`src/rtl/txe_pkg.sv`:
```
`timescale 1ns/1ps
// Package: shared identification codes for the transmit-empty interrupt.
// Assumes a 4-bit identification field in which bit 0 = 1 means "nothing pending".
package txe_pkg;
    typedef logic [3:0] irq_id_t;
    localparam irq_id_t ID_NONE = 4'h1;
    localparam irq_id_t ID_TXE  = 4'h2;
endpackage

```
`src/rtl/txe_fill_track.sv`:
```
`timescale 1ns/1ps
// Module: records whether the FIFO held MULTI_LEVEL or more characters at once
// since the paced empty indication last rose.
// Assumes fifo_level is the occupancy seen in the current cycle.
module txe_fill_track #(
    parameter int LVL_W       = 5,
    parameter int MULTI_LEVEL = 2
) (
    input  logic             clk,
    input  logic             rst_n,
    input  logic [LVL_W-1:0] fifo_level,
    input  logic             empty_set,
    output logic             multi
);
    localparam logic [LVL_W-1:0] THRESH = LVL_W'(MULTI_LEVEL);

    logic multi_q;

    // Sticky set at or above the threshold, cleared when the indication rises.
    always_ff @(posedge clk) begin
        if (!rst_n)                    multi_q <= 1'b0;
        else if (fifo_level >= THRESH) multi_q <= 1'b1;
        else if (empty_set)            multi_q <= 1'b0;
    end

    assign multi = multi_q;
endmodule

```
`src/rtl/txe_empty_timer.sv`:
```
`timescale 1ns/1ps
// Module: produces the paced transmit-empty indication.
// It rises at once when a multi-character fill was seen. Otherwise it rises
// after frame_bits-1 baud ticks. Assumes baud_tick pulses once per bit time
// and frame_bits stays constant during a wait.
module txe_empty_timer #(
    parameter int FB_W = 4
) (
    input  logic            clk,
    input  logic            rst_n,
    input  logic            fifo_empty,
    input  logic            fifo_wr,
    input  logic            multi,
    input  logic            baud_tick,
    input  logic [FB_W-1:0] frame_bits,
    output logic            tx_empty,
    output logic            empty_set
);
    logic            empty_q;
    logic            wait_q;
    logic [FB_W-1:0] rem_q;
    logic [FB_W-1:0] delay_load;
    logic            start;

    // Wait length: one frame minus its last stop bit, floored at zero.
    assign delay_load = (frame_bits == '0) ? '0 : frame_bits - 1'b1;

    // Decide whether the indication rises now or a wait begins.
    always_comb begin
        empty_set = 1'b0;
        start     = 1'b0;
        if (!empty_q && fifo_empty && !fifo_wr) begin
            if (!wait_q) begin
                if (multi || delay_load == '0) empty_set = 1'b1;
                else                           start     = 1'b1;
            end else if (baud_tick && rem_q == FB_W'(1)) begin
                empty_set = 1'b1;
            end
        end
    end

    // Indication, wait flag and remaining tick count.
    always_ff @(posedge clk) begin
        if (!rst_n) begin
            empty_q <= 1'b1;
            wait_q  <= 1'b0;
            rem_q   <= '0;
        end else if (fifo_wr || !fifo_empty) begin
            empty_q <= 1'b0;
            wait_q  <= 1'b0;
        end else if (empty_set) begin
            empty_q <= 1'b1;
            wait_q  <= 1'b0;
        end else if (start) begin
            wait_q  <= 1'b1;
            rem_q   <= delay_load;
        end else if (wait_q && baud_tick) begin
            rem_q   <= rem_q - 1'b1;
        end
    end

    assign tx_empty = empty_q;
endmodule

```
`src/rtl/txe_irq_latch.sv`:
```
`timescale 1ns/1ps
// Module: holds the pending transmit-empty request.
// It sets when the indication rises, or on a FIFO-mode change while empty.
// It clears on a write, an identification read or a disarm; a clear wins
// over a set in the same cycle.
module txe_irq_latch (
    input  logic clk,
    input  logic rst_n,
    input  logic armed,
    input  logic empty_set,
    input  logic tx_empty,
    input  logic fcr_en_chg,
    input  logic fifo_wr,
    input  logic iir_rd,
    output logic pending
);
    logic pend_q;

    // Pending-request flag.
    always_ff @(posedge clk) begin
        if (!rst_n)                             pend_q <= 1'b0;
        else if (!armed || fifo_wr || iir_rd)   pend_q <= 1'b0;
        else if (empty_set || (fcr_en_chg && tx_empty)) pend_q <= 1'b1;
    end

    assign pending = pend_q;
endmodule

```
`src/rtl/txe_irq_gen.sv`:
```
`timescale 1ns/1ps
// Module: top of the transmit-empty interrupt generator.
// Combines the fill record, the paced empty timer and the request latch, and
// drives the identification code. Assumes all inputs are synchronous to clk.
module txe_irq_gen
    import txe_pkg::*;
#(
    parameter int FIFO_DEPTH  = 16,
    parameter int MULTI_LEVEL = 2,
    parameter int FB_W        = 4,
    localparam int LVL_W      = $clog2(FIFO_DEPTH + 1)
) (
    input  logic             clk,
    input  logic             rst_n,
    input  logic             fifo_empty,
    input  logic             fifo_wr,
    input  logic             iir_rd,
    input  logic             fcr_fifo_en,
    input  logic             fcr_en_chg,
    input  logic             ier_tx_en,
    input  logic [LVL_W-1:0] fifo_level,
    input  logic             baud_tick,
    input  logic [FB_W-1:0]  frame_bits,
    output logic             tx_empty,
    output logic             tx_irq,
    output logic [3:0]       irq_id
);
    logic armed;
    logic multi;
    logic empty_set;
    logic pending;

    // Request path is live only with FIFO mode and the interrupt enabled.
    assign armed = fcr_fifo_en & ier_tx_en;

    txe_fill_track #(.LVL_W(LVL_W), .MULTI_LEVEL(MULTI_LEVEL)) u_fill (
        .clk(clk), .rst_n(rst_n), .fifo_level(fifo_level),
        .empty_set(empty_set), .multi(multi)
    );

    txe_empty_timer #(.FB_W(FB_W)) u_timer (
        .clk(clk), .rst_n(rst_n), .fifo_empty(fifo_empty), .fifo_wr(fifo_wr),
        .multi(multi), .baud_tick(baud_tick), .frame_bits(frame_bits),
        .tx_empty(tx_empty), .empty_set(empty_set)
    );

    txe_irq_latch u_latch (
        .clk(clk), .rst_n(rst_n), .armed(armed), .empty_set(empty_set),
        .tx_empty(tx_empty), .fcr_en_chg(fcr_en_chg), .fifo_wr(fifo_wr),
        .iir_rd(iir_rd), .pending(pending)
    );

    // Output request and identification code.
    assign tx_irq = pending & armed;
    assign irq_id = tx_irq ? ID_TXE : ID_NONE;
endmodule

```
`config.mk`:
```
export PLATFORM = sky130hd
export DESIGN_NAME = txe_irq_gen
export DESIGN_NICKNAME = d
export VERILOG_FILES = /design/src/rtl/txe_pkg.sv /design/src/rtl/txe_fill_track.sv /design/src/rtl/txe_empty_timer.sv /design/src/rtl/txe_irq_latch.sv /design/src/rtl/txe_irq_gen.sv
export SDC_FILE = /design/constraint.sdc
export NUM_CORES = 1
export LEC_CHECK = 0
export BUFFER_PORTS_ARGS = -buffer_cell sky130_fd_sc_hd__buf_2
export CORE_MARGIN = 3
export CORE_UTILIZATION = 41
export DETAILED_ROUTE_END_ITERATION = 16
export PLACE_DENSITY = 0.68
export SKIP_LAST_GASP = 1
export SYNTH_ARGS = -nofsm -noshare
export SYNTH_HDL_FRONTEND = slang
export SYNTH_SLANG_ARGS = --single-unit
```
`constraint.sdc`:
```
create_clock -name clk -period 1.39 [get_ports clk]
set_input_delay 0.139 -clock clk [delete_from_list [all_inputs] [get_ports clk]]
set_output_delay 0.139 -clock clk [all_outputs]
set_load 0.05 [all_outputs]
```
==> impl_results.md, run 1 <==
- Status: finished with violations
- Failing checks: setup timing
- Multi-input logic area: 458 um2
- Area Growth Syn to Fin: 52.3%
- Finish-stage setup viols: 3
- Crit Path Max Fanout: 4
- Clock Sinks: 8
- Final design utilization: 0.680
- Finished Cell Area: 907 um2
- # DRC: 0
- Synth async-reset ratio: 0
- Unique masters post-synth: 33
- DR vias: 704
- PortBufs: 20
- Setup crit start kind: flip-flop
- Cells after Synth: 72
- Core region area: 1330 um2
- Non-Filler Instances: 125
- Syn_area_per_cell: 8.27 um2
- Crit end category: flip-flop
- CP peak stage delay: 400 ps
- Post-synth EDFFs: 0
- Hold Path Class: in -> reg
- Share of cells above drive strength 1: 0.527
- Fin Hold WS: 44.8 ps
- RSZ-0062 raised after global routing: true
- Clock latency at the later pin of the worst-skew pair: 260 ps
- Crit path max-delay family: compound AO/OA/AOI/OAI gates
- Antenna Nets Post-Route: 0
- Part of the power in the clock network: 0.313
- Clock buffer depth: 2
- Origin of the critical flop-to-flop path: u_timer.tx_empty
- Full die area: 1950 um2
- Grt peak-use layer: met2
- Hpwl dp: 1330 um
- Detailed Routing Iterations Pass 1: 4
- Period utilization: 1.06
- Worst vdd ir: 0.000490 V
- # H-tree levels: 1
- GPL Wtd Cong: 0.843
- Post-DP Area: 830 um2
- Met2 Track Usage GR: 0.282
- Wire length per cell: 13.5 um
- Combinational share of power: 0.297
- Max Cap Viol: 0
- Initial Util: 0.447
- GR Overflow Total: 0
- Hold Startpoint: iir_rd
- Pleak: 0.394 nW
- Met1 Resource Use GR: 0.238
- Slowest CP cell: or3_4
- Worst Skew: 0.641 ps
- Setup WS pre-CTS: -94.4 ps
- Post-synthesis sequential area ratio: 0.269
- First-pass GRT wire length: 2650 um
- Clock slew at reported path FFs: 60 ps
- Placed Cells: 120
- Initial antenna violation count: 0
- Pint: 0.437 mW
- Ys Warns: 0
- Sequential Area: 165 um2
- Detailed router's first-iteration violation count: 22
- Cells along the critical path: or3_4, o22ai_4, o211ai_1, a32o_2
- PnR worst setup slack: -80.4 ps
- Post-Synthesis Cell Area: 596 um2
- Top-area cell type share of the netlist area: 0.269
- Worst hold path depth: 2
- Slew Limit Fails: 0
- Max Freq: 680 MHz
- WP depth: 4
- # nets final: 131
- CP required: 1540 ps
- Crit. Startpoint: u_timer.tx_empty
- Vias/cell: 5.63
- Post-Route WL: 1690 um
- Pwr/cell area: 701 nW/um2
- N_diodes: 0
- Largest net degree at the start of global routing: 8
- Die H: 44.1 um
- Pwr Total: 0.636 mW
- Post-CTS Hold Buffers: 0
- Io pins: 24
- Final Hold Viols: 0
- TNS Setup: -203 ps
- Area leader, netlist: dfxtp_1
- CTS tree: built
- Most common cell in the netlist: dfxtp_1
- Floorplan row count: 13
- Switching power: 0.199 mW
- Worst path bufs/invs: 0
- Top post-synthesis cells by count: 8 x dfxtp_1, 5 x nand2_1, 5 x nor2_1, 5 x nor3_1
- Vias in the first global route: 615
- GRT Total Usage: 0.183
- Post-synthesis register bit count: 8
- Worst setup path class: reg -> reg
- Chip Width: 44.1 um
- Critical Path AT: 1620 ps
- CTS Buf Count: 3
- # fillers: 113
- Routing usage on met3: 0.0732
- Flop pwr share: 0.390
- Main area contributors after synthesis: dfxtp_1 27%, ha_1 4.2%, nor3_1 4.2%
- Min Tclk post-route: 1470 ps
- Clock root buffer: clkbuf_4
- Main flop type after synthesis: dfxtp_1
- Worst r2r path cells: 4
- Sw frac: 0.312
[sequential cells by signal, indices dropped and copies added (netlist names)]
register / cells
u_timer.rem_q: 4
u_timer.tx_empty: 1
u_latch.pending: 1
u_fill.multi: 1
u_timer.wait_q: 1
[metal layers]
layer | vias up | wire, um
li1 | 350 | -
met1 | 319 | 736
met2 | 31 | 831
met3 | 4 | 102
met4 | 0 | 21
met5 | - | 0
[layout make-up]
class                      count  area share
sequential                     8       0.182
timing repair buffer          36       0.243
clock buffer                   4      0.0290
multi-input combinational     58       0.505
tap                           15      0.0207
inverter                       4      0.0207
[what timing repair did]
item / in CTS / in global routing
pin swaps: 4 / 5
setup endpoints to repair: 5 / 5
buffers inserted: 0 / 1
resized for setup: 7 / 3
hold endpoints to repair: 0 / 0
[power by group through the flow]
stage / Sequential, mW / Clock (mW) / Combinational [mW]
global route: 0.249 / 0.218 / 0.204
detailed placement: 0.253 / 0 / 0.171
global placement: 0.252 / 0 / 0.169
finish: 0.248 / 0.199 / 0.188
CTS: 0.248 / 0.210 / 0.178
floorplan: 0.261 / 0 / 0.0883
[kinds of logic after synthesis]
kind of cell | count (synthesis) | synth area share
multiplexers | 2 | 0.0336
other | 1 | 0.00630
buffers and inverters | 7 | 0.0630
adder cells (fa/ha/maj) | 2 | 0.0420
AO/OA/AOI/OAI | 22 | 0.288
flip-flops | 8 | 0.269
AND/OR/NAND/NOR | 30 | 0.298
[final timing paths]
| check | endpoint | slack, ps |
|---|---|---|
| setup / recovery | u_timer.rem_q[2] | -80 |
| hold / removal | u_latch.pending | 40 |
| setup reg to reg | u_timer.rem_q[2] | -80 |
| hold reg to reg | u_timer.wait_q | 510 |
[cells in the final DEF (no fill, tap or decap), types with 2 or more instances in the layout]
master and count:
nor4_1 2, nor3_1 5, nand3_2 2, nand2b_1 3, a21oi_1 4, inv_1 2
mux2i_1 2, o21ai_0 4, buf_2 20, clkbuf_4 3, a32o_2 2, buf_4 16
dfxtp_1 6, nand2_1 5, conb_1 2, nor2_1 4, o211ai_1 2
Note: power is estimated with default switching activity, not from simulation.
==> inputs of run 2 (changes only) <==
==> constraint.sdc (replaced) <==
create_clock -name clk -period 1.39 [get_ports clk]
set_input_delay 0.0695 -clock clk [delete_from_list [all_inputs] [get_ports clk]]
set_output_delay 0.0695 -clock clk [all_outputs]
set_load 0.05 [all_outputs]
==> run 2 against run 1 <==
  * The flow still finishes with violations (setup timing)
  * Critical endpoint is now u_timer.rem_q[3]
  * Clock-buffer cell count is the same
  * Largest cell class unchanged
  * Die area is the same
  * Clock power grew 8%
  * Flip-flop and latch count is the same
==> impl_results.md, run 2 (synthesis results as in run 1) <==
- Reg with most FFs: u_timer.rem_q (unchanged)
- # nets final: 130 (was 131)
- Grt peak-use layer: met2 (unchanged)
- Clock Sinks: 8 (unchanged)
- Commonest cells after routing, fill and taps aside: 20 x buf_2, 14 x buf_4, 5 x nor3_1, 5 x nand2_1, 5 x dfxtp_1 (was 20 x buf_2, 16 x buf_4, 6 x dfxtp_1)
- Max Freq: 684 MHz (was 680 MHz)
- N_diodes: 0 (unchanged)
- Final Hold Viols: 0 (unchanged)
- Chip Width: 44.1 um (unchanged)
- Sequential Area: 166 um2 (was 165 um2)
- PortBufs: 20 (unchanged)
- CP peak stage delay: 400 ps (about the same)
- Share of cells above drive strength 1: 0.505 (was 0.527)
- Min Tclk post-route: 1460 ps (was 1470 ps)
- Floorplan row count: 13 (unchanged)
- Post-Route WL: 1590 um (was 1690 um)
- Cells along the critical path: or3_4, o22ai_4, o211ai_1, a32o_2 (unchanged)
- Area Growth Syn to Fin: 50.0% (was 52.3%)
- GPL Wtd Cong: 0.836 (was 0.843)
- CP required: 1550 ps (was 1540 ps)
- Status: finished with violations (unchanged)
- RSZ-0062 raised after global routing: true (unchanged)
- Failing checks: setup timing (unchanged)
- Pleak: 0.389 nW (was 0.394 nW)
- Max reg flops: 4 (unchanged)
- DR vias: 696 (was 704)
- Worst path bufs/invs: 0 (unchanged)
- Vias/cell: 5.61 (was 5.63)
- Vias in the first global route: 571 (was 615)
- Met1 Resource Use GR: 0.243 (was 0.238)
- TNS Setup: -187 ps (was -203 ps)
- Clock buffer depth: 2 (unchanged)
- Pwr Total: 0.644 mW (was 0.636 mW)
- Most common cell after layout, fill and taps aside: buf_2 (unchanged)
- Met2 Track Usage GR: 0.247 (was 0.282)
- Critical Path AT: 1620 ps (about the same)
- # H-tree levels: 1 (unchanged)
- Largest net degree at the start of global routing: 8 (unchanged)
- Core region area: 1330 um2 (unchanged)
- Clock slew at reported path FFs: 70 ps (was 60 ps)
- Io pins: 24 (unchanged)
- Crit Path Max Fanout: 4 (unchanged)
- Clock latency at the later pin of the worst-skew pair: 270 ps (was 260 ps)
- Initial antenna violation count: 0 (unchanged)
- Antenna Nets Post-Route: 0 (unchanged)
- Crit end category: flip-flop (unchanged)
- Finish-stage setup viols: 4 (was 3)
- Initial Util: 0.447 (unchanged)
- Worst vdd ir: 0.000585 V (was 0.000490 V)
- Period utilization: 1.05 (was 1.06)
- # DRC: 0 (unchanged)
- CTS tree: built (unchanged)
- CTS Buf Count: 3 (unchanged)
- Slew Limit Fails: 0 (unchanged)
- Multi-input logic area: 448 um2 (was 458 um2)
- GRT Total Usage: 0.171 (was 0.183)
- Worst setup path class: reg -> reg (unchanged)
- Full die area: 1950 um2 (unchanged)
- Routing usage on met3: 0.0488 (was 0.0732)
- Detailed Routing Iterations Pass 1: 4 (unchanged)
- Worst Skew: 10.1 ps (was 0.641 ps)
- PnR worst setup slack: -71.5 ps (was -80.4 ps)
- First-pass GRT wire length: 2450 um (was 2650 um)
- Hold Path Class: in -> reg (unchanged)
- Max Cap Viol: 0 (unchanged)
- Fin Hold WS: 39.4 ps (was 44.8 ps)
- Die H: 44.1 um (unchanged)
- Pwr/cell area: 721 nW/um2 (was 701 nW/um2)
- GR Overflow Total: 0 (unchanged)
- Clock root buffer: clkbuf_4 (unchanged)
- # fillers: 113 (unchanged)
- Detailed router's first-iteration violation count: 39 (was 22)
- Setup WS pre-CTS: -101 ps (was -94.4 ps)
- Setup crit start kind: flip-flop (unchanged)
- Crit path max-delay family: compound AO/OA/AOI/OAI gates (unchanged)
- Wire length per cell: 12.8 um (was 13.5 um)
- Hpwl dp: 1280 um (was 1330 um)
- Slowest CP cell: or3_4 (unchanged)
run 2: cell count changes in the layout (fill, tap and decap cells not counted):
cell | previous run | this run
dlygate4sd3_1 | 0 | 1
o31ai_1 | 1 | 2
dfxtp_1 | 6 | 5
o31ai_2 | 1 | 0
nand3_1 | 0 | 1
buf_4 | 16 | 14
dfxtp_2 | 1 | 2
nand3_2 | 2 | 1
run 2: layout make-up:
type	count	share of cell area
Sequential cell	8	0.186
Timing Repair Buffer	35	0.241
Inverter	4	0.0210
Clock buffer	4	0.0294
Tap cell	15	0.0210
Multi-Input combinational cell	58	0.501
run 2: what timing repair did:
item	CTS	global route
hold endpoints to repair	1	0
hold buffers	1	0
pin swaps	4	2
setup buffers	1	0
endpoints found under the setup margin	4	6
gates resized for setup	6	3
run 2: metrics by stage:
| stage | cells | area, um2 | utilization |
|---|---|---|---|
| 3_3_place_gp | 118 | 815 | 0.611 |
| 4_1_cts | 124 | 881 | 0.660 |
| 5_1_grt | 124 | 893 | 0.670 |
| 6_report | 124 | 893 | 0.670 |
| 2_1_floorplan | 73 | 621 | - |
| 3_5_place_dp | 118 | 815 | 0.611 |
run 2: final timing paths:
check | startpoint | slack (ps) | endpoint | depth (start not counted)
min reg2reg | u_timer.wait_q | 510 | u_timer.wait_q | 2
max | u_timer.tx_empty | -70 | u_timer.rem_q[3] | 4
max reg2reg | u_timer.tx_empty | -70 | u_timer.rem_q[3] | 4
min | rst_n | 40 | u_timer.tx_empty | 2
run 2: power breakdown:
| part | switching, mW | leakage, nW | internal, mW |
|---|---|---|---|
| clock | 0.103 | 0.0150 | 0.111 |
| sequential | 0.00899 | 0.0666 | 0.238 |
| combinational | 0.0969 | 0.307 | 0.0857 |
| total | 0.209 | 0.389 | 0.435 |
run 2: worst register-to-register path, cell delays in order, from the launching register on:
cell      delay, ps
dfxtp_4         350
or3_4           400
o22ai_4         190
o211ai_1        130
a32o_2          270
run 2: layer usage:
metal | up-vias | wire (um)
met4 | 0 | 22
li1 | 346 | -
met3 | 5 | 138
met2 | 43 | 729
met5 | - | 0
met1 | 302 | 698
==> inputs of run 3 (changes only) <==
--- a/config.mk
+++ b/config.mk
@@ -5,11 +5,13 @@
 export SDC_FILE = /design/constraint.sdc
 export NUM_CORES = 1
 export LEC_CHECK = 0
+export ABC_AREA = 1
 export BUFFER_PORTS_ARGS = -buffer_cell sky130_fd_sc_hd__buf_2
 export CORE_MARGIN = 3
-export CORE_UTILIZATION = 41
+export CORE_UTILIZATION = 43
 export DETAILED_ROUTE_END_ITERATION = 16
-export PLACE_DENSITY = 0.68
+export HOLD_SLACK_MARGIN = 0.03
+export PLACE_DENSITY = 0.7
 export SKIP_LAST_GASP = 1
 export SYNTH_ARGS = -nofsm -noshare
 export SYNTH_HDL_FRONTEND = slang
==> run 3 against run 2 <==
  * The flow now finishes without violations
  * Wire length is 22% lower
  * Hold slack better by 23 ps
  * Largest cell class unchanged
  * Critical endpoint is now u_timer.rem_q[0]
  * Cell area is 10% lower
  * First-iteration DRC count is 90% lower
  * Via count is 13% lower
  * Non-clock buffer count is 13 lower
  * Register-to-register slack better by 210 ps
  * Area after synthesis is 12% higher
  * Highest routed layer is now met3
  * Power is 16% lower
  * Clock skew is 1.2 ps lower
  * Final cell count is 7.3% higher
==> impl_results.md, run 3 <==
- Placed Cells: 128 (was 118)
- Detailed router's first-iteration violation count: 4 (was 39)
- Worst vdd ir: 0.000649 V (was 0.000585 V)
- Hold Path Class: in -> reg (unchanged)
- First-pass GRT wire length: 2040 um (was 2450 um)
- CTS Buf Count: 3 (unchanged)
- Finish-stage setup viols: 0 (was 4)
- GR Overflow Total: 0 (unchanged)
- Flop pwr share: 0.449 (was 0.384)
- Switching power: 0.162 mW (was 0.209 mW)
- Commonest cells after routing, fill and taps aside: 27 x nand2_1, 20 x buf_2, 11 x nor2_1 (was 20 x buf_2, 14 x buf_4, 5 x nor3_1, 5 x nand2_1, 5 x dfxtp_1)
- Initial Util: 0.481 (was 0.447)
- Max reg flops: 4 (unchanged)
- Worst Skew: 8.93 ps (was 10.1 ps)
- TNS Setup: 0 ps (was -187 ps)
- Main flop type after synthesis: dfxtp_1 (unchanged)
- Max Freq: 799 MHz (was 684 MHz)
- Critical Path AT: 1400 ps (was 1620 ps)
- Crit end category: flip-flop (unchanged)
- Post-Synthesis Cell Area: 666 um2 (was 596 um2)
- Core region area: 1380 um2 (was 1330 um2)
- Post-synthesis register bit count: 8 (unchanged)
- Combinational share of power: 0.231 (was 0.283)
- CP peak stage delay: 320 ps (was 400 ps)
- Die H: 45.3 um (was 44.1 um)
- Syn_area_per_cell: 6.93 um2 (was 8.27 um2)
- Routing usage on met3: 0.0677 (was 0.0488)
- Most common cell in the netlist: nand2_1 (was dfxtp_1)
- Area Growth Syn to Fin: 20.3% (was 50.0%)
- Vias in the first global route: 517 (was 571)
- Pint: 0.381 mW (was 0.435 mW)
- Crit path max-delay family: simple AND/OR/NAND/NOR gates (was compound AO/OA/AOI/OAI gates)
- Finished Cell Area: 801 um2 (was 893 um2)
- Clock slew at reported path FFs: 60 ps (was 70 ps)
- RSZ-0062 raised after global routing: false (was true)
- Clock Sinks: 8 (unchanged)
- DR vias: 609 (was 696)
- # DRC: 0 (unchanged)
- Pleak: 0.400 nW (was 0.389 nW)
- N_diodes: 0 (unchanged)
- Antenna Nets Post-Route: 0 (unchanged)
- Top post-synthesis cells by count: 27 x nand2_1, 12 x nor2_1, 10 x inv_1 (was 8 x dfxtp_1, 5 x nand2_1, 5 x nor2_1, 5 x nor3_1)
- Largest net degree at the start of global routing: 9 (was 8)
- Post-synth EDFFs: 0 (unchanged)
- Cell mode on critical path: nand2_1
- Non-Filler Instances: 133 (was 124)
- CTS tree: built (unchanged)
- Detailed Routing Iterations Pass 1: 4 (unchanged)
- Status: finished, final reports clean (was finished with violations)
- Worst path bufs/invs: 2 (was 0)
- Clock latency at the later pin of the worst-skew pair: 250 ps (was 270 ps)
- Final Hold Viols: 0 (unchanged)
- CP required: 1540 ps (was 1550 ps)
- Synth async-reset ratio: 0 (unchanged)
- Pwr/cell area: 677 nW/um2 (was 721 nW/um2)
- GPL Wtd Cong: 0.750 (was 0.836)
- Chip Width: 45.3 um (was 44.1 um)
- Area leader, netlist: dfxtp_1 (unchanged)
- Share of cells above drive strength 1: 0.356 (was 0.505)
- Multi-input logic area: 435 um2 (was 448 um2)
- Hpwl dp: 1030 um (was 1280 um)
- Initial antenna violation count: 0 (unchanged)
- Full die area: 2060 um2 (was 1950 um2)
- Top-area cell type share of the netlist area: 0.241 (was 0.269)
- Sequential Area: 160 um2 (was 166 um2)
- Clock buffer depth: 2 (unchanged)
- Clock root buffer: clkbuf_4 (unchanged)
- # nets final: 140 (was 130)
- Cells after Synth: 96 (was 72)
- Post-DP Area: 763 um2 (was 815 um2)
- Sw frac: 0.298 (was 0.325)
- Ys Warns: 0 (unchanged)
- Met1 Resource Use GR: 0.171 (was 0.243)
- Setup crit start kind: flip-flop (unchanged)
- Crit Path Max Fanout: 7 (was 4)
- Reg with most FFs: u_timer.rem_q (unchanged)
- Part of the power in the clock network: 0.321 (was 0.333)
- Cells along the critical path: inv_2, ha_1, nand2_1, inv_1, nand2_1, nand2_1, nand3_4, nand3_4, nor2_1, nor2_2 (was or3_4, o22ai_4, o211ai_1, a32o_2)
- Period utilization: 0.901 (was 1.05)
- Fin Hold WS: 62.0 ps (was 39.4 ps)
- Unique masters post-synth: 24 (was 33)
- Pwr Total: 0.542 mW (was 0.644 mW)
- Met2 Track Usage GR: 0.218 (was 0.247)
- Vias/cell: 4.58 (was 5.61)
- Post-synthesis sequential area ratio: 0.241 (was 0.269)
- Floorplan row count: 13 (unchanged)
- Slowest CP cell: dfxtp_1 (was or3_4)
- Post-Route WL: 1240 um (was 1590 um)
- Max Cap Viol: 0 (unchanged)
- Slew Limit Fails: 0 (unchanged)
- # fillers: 128 (was 113)
- Most common cell after layout, fill and taps aside: nand2_1 (was buf_2)
- Min Tclk post-route: 1250 ps (was 1460 ps)
- GRT Total Usage: 0.134 (was 0.171)
- Io pins: 24 (unchanged)
- Main area contributors after synthesis: dfxtp_1 24%, nand2_1 15%, nand3_4 7.9% (was dfxtp_1 27%, ha_1 4.2%, nor3_1 4.2%)
- Wire length per cell: 9.33 um (was 12.8 um)
- Grt peak-use layer: met2 (unchanged)
- Worst setup path class: reg -> reg (unchanged)
- # H-tree levels: 1 (unchanged)
- PortBufs: 20 (unchanged)
[run 3: timing repair]
action                     4_1_cts  5_1_grt
setup endpoints to repair        0        4
hold buffers                     0        0
setup buffers                    0        2
gates resized for setup          0        1
[run 3: final cells by class]
type | instances | share of cell area
well taps | 15 | 0.0234
repair buffers | 22 | 0.144
clock buffers | 3 | 0.0281
inverters | 13 | 0.0609
flip-flops and latches | 8 | 0.200
multi-input cells | 72 | 0.544
[run 3: cells by family after synthesis]
group / after synthesis / synth area share
compound gates: 9 / 0.0752
xor+xnor: 2 / 0.0263
fa+ha+maj: 2 / 0.0376
buf+inv: 17 / 0.115
flops: 8 / 0.241
other cells: 1 / 0.00563
simple gates: 57 / 0.500
[run 3: power by group through the flow]
stage / Sequential (mW) / Clock, mW / Combinational [mW]
floorplan: 0.256 / 0 / 0.0817
global placement: 0.248 / 0 / 0.121
detailed placement: 0.248 / 0 / 0.123
CTS: 0.243 / 0.183 / 0.124
global route: 0.244 / 0.193 / 0.139
finish: 0.243 / 0.174 / 0.125
[run 3: path summary, 6_finish.rpt]
path / start / to / slack [ps] / cells after the start
min: iir_rd / u_latch.pending / 60 / 4
max: u_timer.rem_q[1] / u_timer.rem_q[0] / 140 / 10
max reg2reg: u_timer.rem_q[1] / u_timer.rem_q[0] / 140 / 10
min reg2reg: u_fill.multi / u_fill.multi / 510 / 2
[run 3: stage by stage]
step,setup slack (ps),utilization
2_1_floorplan,6.80,-
3_3_place_gp,101,0.552
3_5_place_dp,79.5,0.552
4_1_cts,60.2,0.568
5_1_grt,28.2,0.579
6_report,138,0.579
[run 3: worst reg2reg max path: cells and delay by family (launching register included)]
family	cells	cell delay [ps]
flops	1	320
simple gates	7	570
buf+inv	2	80
fa+ha+maj	1	180
[run 3: layer usage]
layer / wire, um / up-vias / part of all wire
met1: 533 / 261 / 0.43
met2: 640 / 11 / 0.52
met5: 0 / - / 0
li1: - / 337 / -
met3: 67 / 0 / 0.054
met4: 0 / 0 / 0
